--- src/rtl/crc_step_pkg.sv ---
package crc_step_pkg;

  localparam int MAX_W = 1024;
  typedef logic [MAX_W-1:0] wide_t;

  // Mask of the low pw bits; for pw == MAX_W the shift wraps to zero and the
  // subtraction yields all ones, which is what is wanted.
  function automatic wide_t low_bits(input int pw);
    return (wide_t'(1) << pw) - wide_t'(1);
  endfunction

  // One serial Galois shift of a pw-bit register with one incoming bit.
  function automatic wide_t lfsr_tick(input wide_t st, input wide_t poly,
                                      input int pw, input logic bit_in);
    logic  fb;
    wide_t nx;
    fb = st[pw-1] ^ bit_in;
    nx = (st << 1) & low_bits(pw);
    if (fb) nx = nx ^ (poly & low_bits(pw));
    return nx;
  endfunction

  // A whole word of dw bits, most significant bit first.
  function automatic wide_t lfsr_word(input wide_t st, input wide_t data,
                                      input wide_t poly, input int pw,
                                      input int dw);
    wide_t s;
    s = st;
    for (int i = 0; i < dw; i++) begin
      s = lfsr_tick(s, poly, pw, data[dw-1-i]);
    end
    return s;
  endfunction

endpackage

--- src/rtl/crc_mask_xor.sv ---
module crc_mask_xor #(
  parameter int             W    = 8,
  parameter logic [W-1:0]   MASK = '0
) (
  input  logic [W-1:0] vec,
  output logic         par
);
  always_comb par = ^(vec & MASK);
endmodule

--- src/rtl/crc_lane.sv ---
module crc_lane #(
  parameter int              PW    = 32,
  parameter int              DW    = 32,
  parameter logic [PW-1:0]   SMASK = '0,
  parameter logic [DW-1:0]   DMASK = '0
) (
  input  logic [PW-1:0] state,
  input  logic [DW-1:0] data,
  output logic          nxt_bit
);
  logic from_state;
  logic from_data;

  crc_mask_xor #(.W(PW), .MASK(SMASK)) u_sx (.vec(state), .par(from_state));
  crc_mask_xor #(.W(DW), .MASK(DMASK)) u_dx (.vec(data),  .par(from_data));

  always_comb nxt_bit = from_state ^ from_data;
endmodule

--- src/rtl/crc_hold_reg.sv ---
module crc_hold_reg #(
  parameter int W = 32
) (
  input  logic         clk,
  input  logic         rst,
  input  logic         en,
  input  logic [W-1:0] d,
  output logic [W-1:0] q
);
  always_ff @(posedge clk) begin
    if (rst)     q <= '1;
    else if (en) q <= d;
  end
endmodule

--- src/rtl/crc_par_step.sv ---
module crc_par_step #(
  parameter int            PW   = 32,
  parameter int            DW   = 32,
  parameter logic [PW-1:0] POLY = 32'h04C11DB7
) (
  input  logic          clk,
  input  logic          rst,
  input  logic          data_vld,
  input  logic [DW-1:0] data_in,
  output logic [PW-1:0] crc_out
);
  import crc_step_pkg::*;

  localparam wide_t POLY_W = wide_t'(POLY);

  // Which current-state bits reach next-state bit n after one word.
  function automatic logic [PW-1:0] state_mask(input int n);
    logic [PW-1:0] m;
    wide_t         r;
    m = '0;
    for (int k = 0; k < PW; k++) begin
      r    = lfsr_word(wide_t'(1) << k, '0, POLY_W, PW, DW);
      m[k] = r[n];
    end
    return m;
  endfunction

  // Which data bits reach next-state bit n; a data bit at index j is fed at
  // serial step DW-1-j, which gives the mirrored row order.
  function automatic logic [DW-1:0] data_mask(input int n);
    logic [DW-1:0] m;
    wide_t         r;
    m = '0;
    for (int j = 0; j < DW; j++) begin
      r    = lfsr_word('0, wide_t'(1) << j, POLY_W, PW, DW);
      m[j] = r[n];
    end
    return m;
  endfunction

  logic [PW-1:0] nxt_state;
  logic          upd_fire;

  always_comb upd_fire = data_vld & ~rst;

  for (genvar n = 0; n < PW; n++) begin : g_lane
    localparam logic [PW-1:0] SM = state_mask(n);
    localparam logic [DW-1:0] DM = data_mask(n);
    crc_lane #(.PW(PW), .DW(DW), .SMASK(SM), .DMASK(DM)) u_lane (
      .state  (crc_out),
      .data   (data_in),
      .nxt_bit(nxt_state[n])
    );
  end

  crc_hold_reg #(.W(PW)) u_reg (
    .clk(clk),
    .rst(rst),
    .en (data_vld),
    .d  (nxt_state),
    .q  (crc_out)
  );
endmodule

--- config.mk ---
export PLATFORM = sky130hd
export DESIGN_NAME = crc_par_step
export DESIGN_NICKNAME = d
export VERILOG_FILES = /design/src/rtl/crc_step_pkg.sv /design/src/rtl/crc_mask_xor.sv /design/src/rtl/crc_lane.sv /design/src/rtl/crc_hold_reg.sv /design/src/rtl/crc_par_step.sv
export SDC_FILE = /design/constraint.sdc
export NUM_CORES = 1
export LEC_CHECK = 0
export BUFFER_PORTS_ARGS = -buffer_cell sky130_fd_sc_hd__buf_2
export CAP_MARGIN = 0
export CORE_ASPECT_RATIO = 0.75
export CORE_MARGIN = 4
export CORE_UTILIZATION = 60
export DETAILED_ROUTE_END_ITERATION = 12
export GPL_TIMING_DRIVEN = 1
export PLACE_DENSITY = 0.79
export SYNTH_ARGS = -nofsm -noshare
export SYNTH_HDL_FRONTEND = slang
export SYNTH_HIERARCHICAL = 1
export SYNTH_SLANG_ARGS = --single-unit
export TNS_END_PERCENT = 1
--- constraint.sdc ---
create_clock -name clk -period 2.5 [get_ports clk]
set_input_delay 0.5 -clock clk [delete_from_list [all_inputs] [get_ports clk]]
set_output_delay 0.5 -clock clk [all_outputs]
set_load 0.01 [all_outputs]
==> results.toml <==
[drt]
route.detailed.drc = 0
drt-total-wl_um = 26060
avgRoutedWirePerCell_um = 21.28
dr.pass1.iters = 4
vias_per_cell = 5.448
drt_iter0_markers = 644
ant_nets = 0
num_vias = 6674

[floorplanning]
ios = 67
die_x_um = 153.3
start_util = 0.6179
die_area_sq_um = 17930
coreArea_sq_um = 15370
die_h_um = 117.0
rows = 39

[yosys]
yosys_warnings = 6
syn_area_sq_um = 9498
synthesis.nets = 881
yosysSeqAreaShare = 0.06745
postSynthCellCount = 846
synth_area_leaders = "xnor2_1, xnor3_1, xor2_1, dfxtp_1, a211o_1"
synthDominantCellAreaShare = 0.4795
synth.distinct_cells = 10
synth-seq-cells = 32
synth_largest_area_cell = "xnor2_1"
synth_area_per_cell_sq_um = 11.23

[timing]
slew_headroom = 0.5548
holdWs_ns = 0.5822
period_needed_ns = 2.347
skew_ns = 0.004560
tightest_slew_ns = 0.6679
setup_viol_count_final = 0
clock.fmax_mhz = 426.1
maxSlewViolCount = 0
rsz0062_at_grt = "no"
fin_crit_sh = 0.9388
final_hold_viol_count = 0

[placement]
dpl_cell_area_sq_um = 11040
place.gp.congestion = 0.9100
dpl.hpwl_um = 19740
dp_cells = 1218
placement.io_buffers = 66

[finish]
top_regs = "u_reg/q x32"
nNetsFinal = 1055
multiInputGateArea_sq_um = 8780
design_area_sq_um = 11190
largest_reg_flops = 32
layout_common_cells = "xnor2_1, xnor3_1, buf_4"
top_register = "u_reg/q"
finalNonFillerCells = 1225
drive_above_1_share = 0.1814
insertedDiodeCount = 0
n_fill_cell = 1127
layout_commonest_cell = "xnor2_1"
seq_area_sq_um = 641.9
area_growth_syn_to_layout_pct = 17.86

[clock_network]
cts_sinks = 32
cts.path.max_buffers = 2
post_cts_buffers = 0
ctsHoldBuffers = 0
cts_tree = "done"
clk_pin_slew_ns = 0.06
clk_latency_ns = 0.28
numCtsBuffers = 5
root_buffer = "clkbuf_16"
cts_max_level = 2

[setup_path]
path_class = "flop to flop"
crit_fanout = 14
crit_required_ns = 2.67
cp.arrival_ns = 2.52
crit_path_end_kind = "flop"
critPathLaunchType = "flop"

[power_and_ir_drop]
ir_worst_vdd_mv = 1.486
p_leak_nw = 5.051
cellPowerDensity_nw_per_um2 = 1886

[grt]
grt_pass1_vias = 6776
antenna_found_initial = 0
grt_max_degree = 40
grt_use_total = 0.2916
grt-ovfl-total = 0
grt_pass1_wl_um = 39930

[outcome]
status = "complete, no violations"

[run]
maxCapViolCount = 0

[min_path]
hold_path_class = "flop to flop"
[Yosys cell counts]
cell and number:
xor2_1 88, clkbuf_1 3, dfxtp_1 32, xnor2_1 520, buf_2 2, and2b_1 1, buf_6 5, nor2b_1 31
xnor3_1 132, a211o_1 32
[per-stage QoR]
step / power, mW / utilization / worst slack (ns) / setup TNS, ns
after floorplan: 16.21 / - / 0.1387 / 0
final: 21.11 / 0.7283 / 0.1529 / 0
after global placement: 20.04 / 0.7183 / 0.07015 / 0
after detailed placement: 20.36 / 0.7183 / -0.01257 / -0.01257
after CTS: 21.18 / 0.7282 / 0.07491 / 0
after global routing: 22.47 / 0.7283 / 0.1050 / 0
[worst max-delay path: stages, from the launching register on]
cell and delay, ns:
dfxtp_1 0.57, buf_4 0.34, xnor2_1 0.15, xnor3_1 0.53, xnor2_1 0.18, xor2_1 0.15, a211o_1 0.30
[cells by family (layout without fill, tap and decap cells)]
logic type                Yosys count  in the layout  synth area share
and+or+nand+nor                    32             32           0.02121
buffers and inverters              10            184          0.008167
AOI/OAI and AO/OA                  32             32           0.02951
DFF                                32             32           0.06745
xor gates and xnor gates          740            740            0.8737
[layer usage]
layer	track usage	wire [um]
met4	0.03798	292
met2	0.4798	11980
met3	0.06101	2392
met5	0	0
met1	0.4134	11400
[cell type report]
class                   instances  share of cell area
repair buffers                177              0.1218
multi-input cells             804              0.7843
flip-flops and latches         32             0.05734
clock buffers                   7             0.01364
well taps                     205             0.02291
[path summary, 6_finish.rpt]
check / start / endpoint / slack [ns] / cells past startpoint
worst min register to register: u_reg/q[26]$_SDFFE_PP1P_ / u_reg/q[26]$_SDFFE_PP1P_ / 0.58 / 2
worst min-delay path: u_reg/q[26]$_SDFFE_PP1P_ / u_reg/q[26]$_SDFFE_PP1P_ / 0.58 / 2
worst max register to register: u_reg/q[29]$_SDFFE_PP1P_ / u_reg/q[10]$_SDFFE_PP1P_ / 0.15 / 6
worst max-delay path: u_reg/q[29]$_SDFFE_PP1P_ / u_reg/q[10]$_SDFFE_PP1P_ / 0.15 / 6
[repair_timing]
item	CTS	global route
setup endpoints to repair	0	2
resized for setup	0	1
endpoints found under the hold margin	0	0
[power breakdown]
part           total (mW)  switching, mW  internal [mW]  leakage, nW
Sequential           1.21          0.460          0.751        0.267
Clock               0.651          0.233          0.418       0.0760
Combinational        19.2           8.12           11.1         4.71
Note: power is estimated with default switching activity, not from simulation.
